File: config.mk
export PLATFORM = sky130hd
export DESIGN_NAME = skipfill_seq
export DESIGN_NICKNAME = d
export VERILOG_FILES = /design/src/rtl/skipfill_pkg.sv /design/src/rtl/skipfill_geom.sv /design/src/rtl/skipfill_wrap.sv /design/src/rtl/skipfill_seq.sv
export SDC_FILE = /design/constraint.sdc
export NUM_CORES = 1
export LEC_CHECK = 0
export ABC_AREA = 1
export CORE_MARGIN = 2
export CORE_UTILIZATION = 40
export DETAILED_ROUTE_END_ITERATION = 16
export DONT_BUFFER_PORTS = 1
export PLACE_DENSITY = 0.57
export RECOVER_POWER = 50
export SLEW_MARGIN = 20
export SYNTH_ARGS = -nofsm -noshare
export SYNTH_HDL_FRONTEND = slang
export SYNTH_SLANG_ARGS = --single-unit
File: constraint.sdc
create_clock -name clk -period 6.2 [get_ports clk]
set_input_delay 0.93 -clock clk [delete_from_list [all_inputs] [get_ports clk]]
set_output_delay 0.93 -clock clk [all_outputs]
set_load 0.1 [all_outputs]
File: src/rtl/skipfill_pkg.sv
package skipfill_pkg;

    parameter int CNT_W  = 8;
    parameter int ADDR_W = 14;

    typedef struct packed {
        logic              busy;
        logic              unit;
        logic              fillm;
        logic              done;
        logic [ADDR_W-1:0] addr;
        logic [CNT_W:0]    left;
        logic [CNT_W:0]    span;
        logic [CNT_W:0]    blk;
        logic [CNT_W:0]    pos;
    } seq_t;

endpackage

File: src/rtl/skipfill_geom.sv
module skipfill_geom #(
    parameter int CNT_W = 8
) (
    input  logic [CNT_W-1:0] cl,
    input  logic [CNT_W-1:0] wl,
    output logic             fillm,
    output logic [CNT_W:0]   span,
    output logic [CNT_W:0]   blk
);
    localparam logic [CNT_W:0] FULL = (CNT_W+1)'(1) << CNT_W;

    logic [CNT_W:0] cl_x;
    logic [CNT_W:0] wl_x;

    always_comb begin
        cl_x  = {1'b0, cl};
        wl_x  = (wl == '0) ? FULL : {1'b0, wl};
        fillm = cl_x < wl_x;
        span  = fillm ? cl_x : wl_x;
        blk   = fillm ? wl_x : cl_x;
    end
endmodule

File: src/rtl/skipfill_wrap.sv
module skipfill_wrap #(
    parameter int ADDR_W      = 14,
    parameter int SMALL_BYTES = 4096,
    parameter int LARGE_BYTES = 16384
) (
    input  logic              unit,
    input  logic [ADDR_W-1:0] cur,
    input  logic [ADDR_W-1:0] inc,
    output logic [ADDR_W-1:0] nxt
);
    localparam logic [ADDR_W-1:0] SMALL_MASK = ADDR_W'(SMALL_BYTES - 16);
    localparam logic [ADDR_W-1:0] LARGE_MASK = ADDR_W'(LARGE_BYTES - 16);

    logic [ADDR_W-1:0] sum;

    always_comb begin
        sum = cur + inc;
        nxt = sum & (unit ? LARGE_MASK : SMALL_MASK);
    end
endmodule

File: src/rtl/skipfill_seq.sv
module skipfill_seq
    import skipfill_pkg::*;
#(
    parameter int SMALL_BYTES = 4096,
    parameter int LARGE_BYTES = 16384
) (
    input  logic              clk,
    input  logic              rst_n,
    input  logic              start_i,
    input  logic              unit_i,
    input  logic [CNT_W-1:0]  cl_i,
    input  logic [CNT_W-1:0]  wl_i,
    input  logic [CNT_W-1:0]  num_i,
    input  logic [ADDR_W-1:0] base_i,
    input  logic              rdy_i,
    output logic              vld_o,
    output logic [ADDR_W-1:0] addr_o,
    output logic              take_o,
    output logic              fill_o,
    output logic [CNT_W-1:0]  pos_o,
    output logic              done_o
);
    localparam logic [CNT_W:0] FULL = (CNT_W+1)'(1) << CNT_W;
    localparam logic [CNT_W:0] ONE  = (CNT_W+1)'(1);

    seq_t s_d, s_q;

    logic              g_fillm;
    logic [CNT_W:0]    g_span;
    logic [CNT_W:0]    g_blk;
    logic [ADDR_W-1:0] base_w;
    logic [ADDR_W-1:0] step_inc;
    logic [ADDR_W-1:0] step_nxt;
    logic [CNT_W:0]    pos_inc;
    logic [CNT_W:0]    gap;
    logic              jump;

    skipfill_geom #(.CNT_W(CNT_W)) u_geom (
        .cl(cl_i), .wl(wl_i), .fillm(g_fillm), .span(g_span), .blk(g_blk)
    );

    skipfill_wrap #(.ADDR_W(ADDR_W), .SMALL_BYTES(SMALL_BYTES), .LARGE_BYTES(LARGE_BYTES)) u_base (
        .unit(unit_i), .cur(base_i), .inc('0), .nxt(base_w)
    );

    skipfill_wrap #(.ADDR_W(ADDR_W), .SMALL_BYTES(SMALL_BYTES), .LARGE_BYTES(LARGE_BYTES)) u_step (
        .unit(s_q.unit), .cur(s_q.addr), .inc(step_inc), .nxt(step_nxt)
    );

    always_comb begin
        pos_inc  = s_q.pos + ONE;
        jump     = !s_q.fillm && (pos_inc != s_q.blk) && (pos_inc == s_q.span);
        gap      = jump ? (s_q.blk - s_q.span + ONE) : ONE;
        step_inc = ADDR_W'(gap) << 4;

        s_d      = s_q;
        s_d.done = 1'b0;
        if (!s_q.busy) begin
            if (start_i) begin
                s_d.busy  = 1'b1;
                s_d.unit  = unit_i;
                s_d.fillm = g_fillm;
                s_d.span  = g_span;
                s_d.blk   = g_blk;
                s_d.addr  = base_w;
                s_d.left  = (num_i == '0) ? FULL : {1'b0, num_i};
                s_d.pos   = '0;
            end
        end else if (rdy_i) begin
            s_d.addr = step_nxt;
            s_d.left = s_q.left - ONE;
            s_d.pos  = (jump || pos_inc == s_q.blk) ? '0 : pos_inc;
            if (s_q.left == ONE) begin
                s_d.busy = 1'b0;
                s_d.done = 1'b1;
            end
        end
    end

    always_ff @(posedge clk or negedge rst_n) begin
        if (!rst_n) begin
            s_q <= '0;
        end else begin
            s_q <= s_d;
        end
    end

    assign vld_o  = s_q.busy;
    assign addr_o = s_q.addr;
    assign take_o = s_q.busy && (s_q.pos < s_q.span);
    assign fill_o = s_q.busy && !(s_q.pos < s_q.span);
    assign pos_o  = s_q.pos[CNT_W-1:0];
    assign done_o = s_q.done;

    AST_IDLE_QUIET: assert property (@(posedge clk) disable iff (!rst_n)
        !vld_o |-> (!take_o && !fill_o)) else $error("idle step strobe");

    AST_STALL_HOLD: assert property (@(posedge clk) disable iff (!rst_n)
        (vld_o && !rdy_i) |=> (vld_o && $stable(addr_o) && $stable(pos_o) && $stable(take_o))) else $error("step moved under stall");

    AST_POS_RANGE: assert property (@(posedge clk) disable iff (!rst_n)
        vld_o |-> (s_q.pos < s_q.blk)) else $error("position out of block");

    AST_SKIP_NO_FILL: assert property (@(posedge clk) disable iff (!rst_n)
        (vld_o && !s_q.fillm) |-> !fill_o) else $error("filler in skip mode");

    AST_ADDR_ALIGN: assert property (@(posedge clk) disable iff (!rst_n)
        vld_o |-> (addr_o[3:0] == 4'h0)) else $error("unaligned address");

    AST_SMALL_RANGE: assert property (@(posedge clk) disable iff (!rst_n)
        (vld_o && !s_q.unit) |-> (32'(addr_o) < SMALL_BYTES)) else $error("address beyond small memory");

    AST_DONE_AFTER: assert property (@(posedge clk) disable iff (!rst_n)
        done_o |-> (!vld_o && $past(vld_o && rdy_i))) else $error("done without final accept");
endmodule

== Word level (Yosys, flattened, before mapping) ==
Index checks and enable logic that the tools add are counted.
Cells by class
  bitwise logic cells: 3
  muxes and demuxes: 19
  equal/unequal tests: 5
  magnitude comparators: 2
  add/subtract/negate cells: 5
  reductions and logical operators: 12
Operators with widths (count)
  9-bit 2-to-1 mux: 8
  50-bit 2-to-1 mux: 1
  14-bit bitwise AND: 2
  14-bit 2-to-1 mux: 2
  24-bit 2-to-1 mux: 1
  23-bit 2-to-1 mux: 1
  9-bit by 1-bit adder with 9-bit output (second input constant): 2
  9-bit equality test: 2
  8-bit logical NOT: 2
  14-bit by 13-bit adder with 14-bit output: 1
  9-bit by 1-bit equality test with 1-bit output (second input constant): 1
  8-bit by 9-bit < comparator with 1-bit output: 1
  9-bit < comparator: 1
  9-bit != test: 1
  9-bit by 1-bit subtractor with 9-bit output (second input constant): 1
  9-bit subtractor: 1
  1-bit 2-to-1 mux: 5
  1-bit logical AND: 4
  2-bit AND reduction: 2
  3-bit 2-to-1 mux: 1
  1-bit logical NOT: 2
  2-bit != test (second input constant): 1
  2-bit nonzero test: 1
  1-bit logical OR: 1
  1-bit NOT: 1
Word-level totals
  output and inout port bits: 26
  bits of input ports: 43
  word-level logic and storage cells: 55
  flip-flop bits (word level): 54

== Longest topological paths before layout ==
  word-level depth: 9
  depth in mapped cells: 25
  gate-level depth less buffers: 25

== Hierarchy ==
Synthesis repeated with hierarchy kept, for this count alone.
Second synthesis, totals
  cells, all modules: 859
  area total of the unflattened synthesis: 5715.5 um^2
By module, submodules not included
  skipfill_seq: seq. area each 1351.3 um^2, times used 1, cells an instance 494, area an instance 3758.6 um^2
  skipfill_wrap: seq. area each 0.0 um^2, times used 2, cells an instance 134, area an instance 725.7 um^2
  skipfill_geom: seq. area each 0.0 um^2, times used 1, cells an instance 97, area an instance 505.5 um^2

== Worst setup path before layout ==
OpenSTA, ideal clock, no wires.
  kind: register -> output
  start: register s_q (netlist bit pos_o[2])
  end: output take_o
  path slack: 2.843 ns
  data required time: 5.270 ns
  path buffers: 0
  cell stages (with the launch flop): 7
  data arrival time: 2.427 ns
  cell sequence: dfrtp_1 > ha_1 > a21oi_1 > o21ai_0 > a21oi_1 > o41ai_1 > nor2_1
On the way
  word-level cells in the longest chain between the ends: 2
Ends and longest elaborated chain
  from (decl): RTL line skipfill_seq.sv:26  | seq_t s_d, s_q;
  from (signal assigned): RTL line skipfill_seq.sv:82  | s_q <= '0;
  from (signal assigned): RTL line skipfill_seq.sv:84  | s_q <= s_d;
  9-bit < comparator: RTL line skipfill_seq.sv:90  | assign take_o = s_q.busy && (s_q.pos < s_q.span);
  1-bit logical AND: RTL line skipfill_seq.sv:90
  to (decl): RTL line skipfill_seq.sv:18  | output logic take_o,
Every way passes these cells.

== Worst setup path after layout ==
  start: register s_q (netlist bit pos_o[6])
  end: output fill_o
On the way
  word-level cells in the longest chain between the ends: 3
Ends and longest elaborated chain
  9-bit < comparator: RTL line skipfill_seq.sv:91  | assign fill_o = s_q.busy && !(s_q.pos < s_q.span);
  1-bit logical NOT: RTL line skipfill_seq.sv:91
  1-bit logical AND: RTL line skipfill_seq.sv:91
  to (decl): RTL line skipfill_seq.sv:19  | output logic fill_o,
Every way passes these cells.

==> metrics.log <==
INFO  metric worst_slew_pin_slew = between 1000 and 1500 ps
INFO  metric core.rowCount = 38
INFO  metric cts_inserted_buffers = 5
INFO  metric finalWeightedCongestion = 0.886
INFO  metric antenna_violations_before_repair = 0
INFO  metric yosysWarnings = 0
INFO  metric netlist.top_cell.by_area = sky130_fd_sc_hd__dfrtp_1
INFO  metric grt_start_max_net_pins = 51
INFO  metric synth_top_family_by_area = simple AND/OR/NAND/NOR gates
INFO  metric synth_top_cell_area_share = 0.281
INFO  metric worstPathRequired = about 5300 ps
INFO  metric grt_usage = 0.191
INFO  metric cts_htree_levels = 2
INFO  metric ys_ff_latch = 50
INFO  metric detail_route.drc_violations = 0
INFO  metric crit_share_post_route = 0.670
INFO  metric dieWidth = 110 µm
INFO  metric synth.lib_cells_used.distinct = 42
INFO  metric multi_input_area = 2680 µm²
INFO  metric detailedPlace.worstSlack = roughly 2100 ps
INFO  metric detailedRoute.firstPassIterationCount = 4
INFO  metric clockBufferDepth = 2
INFO  metric via_count = 3902
INFO  metric global_route_wire_length_before_repair = between 15 and 20 mm
INFO  metric boundaryPins = 69
INFO  metric detail-route-antenna-nets = 0
INFO  metric result_of_the_run = finished, final reports clean
INFO  metric synth_cells = 639
INFO  metric tritoncts = yes
INFO  metric synthTopCellsByArea = sky130_fd_sc_hd__dfrtp_1 28%, sky130_fd_sc_hd__nand2_1 15%, sky130_fd_sc_hd__ha_1 12%, sky130_fd_sc_hd__nand3_1 8.8%, sky130_fd_sc_hd__inv_1 6.2%
INFO  metric max_cap_violations = 0
INFO  metric globalRouteOverflowTotal = 0
INFO  metric irDropWorstVdd = between 0.2 and 0.25 mV
INFO  metric hpwl = 8.33 mm
INFO  metric final_max_slew_viol_count = 0
INFO  metric clock.fmax = 241 MHz
INFO  metric final_layout_size_suffix_gt1_frac = 0.0660
INFO  metric critical_path_class = reg -> out
INFO  metric post_synth_fa_ha_maj_area_fraction = 0.130
INFO  metric syn_area_per_cell = 6.97 µm²
INFO  metric netlist_area = between 4000 and 5000 µm²
INFO  metric cts_post_setup_buffers_inserted = 0
INFO  metric synth.cells.most_frequent = 179 x sky130_fd_sc_hd__nand2_1, 78 x sky130_fd_sc_hd__nand3_1, 74 x sky130_fd_sc_hd__inv_1
INFO  metric fraction_of_registers_with_async_set_or_reset_after_synthesis = 1.00
INFO  metric synth-compound-area-share = 0.0817
INFO  metric clock-root-buffer = sky130_fd_sc_hd__clkbuf_8
INFO  metric synth_xor_area_frac = 0.0315
INFO  metric num-fill-cells = 1168
INFO  metric seqCellArea = 1250 µm²
INFO  metric clk_latency = 310 ps
INFO  metric placed_cell_area = between 4000 and 5000 µm²
INFO  metric initial_core_util = 0.411
INFO  metric num-nets-final = 708
INFO  metric wirelength = roughly 11 mm
INFO  metric synth_most_common_cell = sky130_fd_sc_hd__nand2_1
INFO  metric synth-edff-count = 0
INFO  metric synth-simple-area-share = 0.355
INFO  metric routed_via_density = 5.13
INFO  metric grt_setup_unrepaired = no
INFO  metric path_max_fanout = 7
INFO  metric cts.sinks = 50
INFO  metric cp.arrival = 3220 ps
INFO  metric dieHeight = 110 µm
INFO  metric post-route-min-period = 4150 ps
INFO  metric final_cell_area = 4530 µm²
INFO  metric seq_area_frac_synth = 0.281
INFO  metric cts.hold.buffers_added = 0
INFO  metric drt_iter0_markers = 151
INFO  metric p_leak = 2.35 nW
INFO  metric timing.slew.headroom = 0.191
INFO  metric first_global_vias = 3857
INFO  metric worstHoldPathType = in -> async
INFO  metric cts_repair_resize_count = 0
INFO  metric setup-tns-final = 0 ps
INFO  metric crit_path_end_kind = output port
INFO  metric cts.clk_slew.worst_paths = 100 ps
INFO  metric core = ~11000 µm²
INFO  metric fin_total_pwr = 2.23 mW
INFO  metric yosys_most_used_dff = sky130_fd_sc_hd__dfrtp_1
INFO  metric fin_ws = 2050 ps
INFO  metric worstSetupStartpointType = register
INFO  metric antenna_cells = 0
INFO  metric hold_viol_final = 0
INFO  metric synth_mux_area_frac = 0
INFO  metric wire_per_inst = 14.0 µm
INFO  metric finalClockSkew = 8.48 ps
INFO  metric power_density = 493 nW/µm²
INFO  metric fp.dieArea = 12000 µm²
INFO  metric timing.reg2reg.setup_slack = 2140 ps
INFO  metric final_number_of_setup_violating_endpoints = 0
INFO  metric port-buffer-count = 0
INFO  metric layout-area-overhead-vs-synth = 1.66%
[registers in the layout, indices dropped and copies added, names as in the netlist]
register,count
s_q,30
addr_o,10
pos_o,8
done_o,1
vld_o,1
[path summary, 6_finish.rpt]
check,from,to,depth (start not counted)
max,pos_o[6],fill_o,5
max in group asynchronous,rst_n,s_q[26],0
max reg2reg,pos_o[6],addr_o[10],20
min in group clk,s_q[51],s_q[51],2
min,rst_n,s_q[35],0
min reg2reg,s_q[51],s_q[51],2
[cells by family (layout without fill, tap and decap cells)]
family / Yosys count / after routing
compound gates: 59 / 59
buf+inv: 116 / 95
other cells: 1 / 4
xor+xnor: 16 / 16
fa+ha+maj: 45 / 45
simple gates: 352 / 352
flops: 50 / 50
[critical path: stages (launching register included)]
cell and delay, ps:
sky130_fd_sc_hd__dfrtp_1 1070, sky130_fd_sc_hd__ha_1 290, sky130_fd_sc_hd__nand2_1 90, sky130_fd_sc_hd__o41ai_1 730, sky130_fd_sc_hd__nand2_1 100, sky130_fd_sc_hd__inv_1 640
[cell usage in the layout, fill, tap and decap left out, types with 2 or more instances in the layout]
cell type,n
sky130_fd_sc_hd__a21o_1,3
sky130_fd_sc_hd__a21oi_1,25
sky130_fd_sc_hd__clkbuf_1,8
sky130_fd_sc_hd__clkbuf_8,5
sky130_fd_sc_hd__clkinv_1,2
sky130_fd_sc_hd__clkinv_4,2
sky130_fd_sc_hd__conb_1,4
sky130_fd_sc_hd__dfrtp_1,50
sky130_fd_sc_hd__fa_1,2
sky130_fd_sc_hd__ha_1,43
sky130_fd_sc_hd__inv_1,74
sky130_fd_sc_hd__inv_2,2
sky130_fd_sc_hd__nand2_1,179
sky130_fd_sc_hd__nand2_2,10
sky130_fd_sc_hd__nand3_1,78
sky130_fd_sc_hd__nand3b_1,5
sky130_fd_sc_hd__nand4_1,11
sky130_fd_sc_hd__nor2_1,47
sky130_fd_sc_hd__nor2_2,12
sky130_fd_sc_hd__nor2_4,3
sky130_fd_sc_hd__nor3_1,2
sky130_fd_sc_hd__o211ai_1,8
sky130_fd_sc_hd__o21ai_0,9
sky130_fd_sc_hd__o221ai_1,6
sky130_fd_sc_hd__xnor2_1,7
sky130_fd_sc_hd__xor2_1,9
[metal layers]
metal	GRT usage	wire [µm]	up-vias
li1	-	-	2016
met1	0.265	5290	1789
met2	0.304	4700	82
met3	0.0296	471	15
met4	0.0597	169	0
met5	0	0	-
[power by group]
group | total [mW] | internal [mW] | switching, mW
logic | 1.25 | 0.435 | 0.817
clock network | 0.196 | 0.0801 | 0.116
registers | 0.785 | 0.449 | 0.336
total | 2.23 | 0.964 | 1.27
[cell type report]
| cell class | count | share of cell area |
|---|---|---|
| multi-input cells | 476 | 0.592 |
| flip-flops and latches | 50 | 0.276 |
| inverters | 79 | 0.0666 |
| well taps | 140 | 0.0387 |
| clock buffers | 6 | 0.0160 |
| repair buffers | 8 | 0.00746 |
| clock inverters | 2 | 0.00304 |
[stage by stage]
step | hold slack, ps | std cells | util
floorplan | 459 | 642 | -
global placement | 479 | 753 | 0.413
detailed placement | 485 | 753 | 0.413
CTS | 293 | 761 | 0.420
global route | 280 | 761 | 0.418
finish | 304 | 761 | 0.418
(Power assumes the default switching activity.)
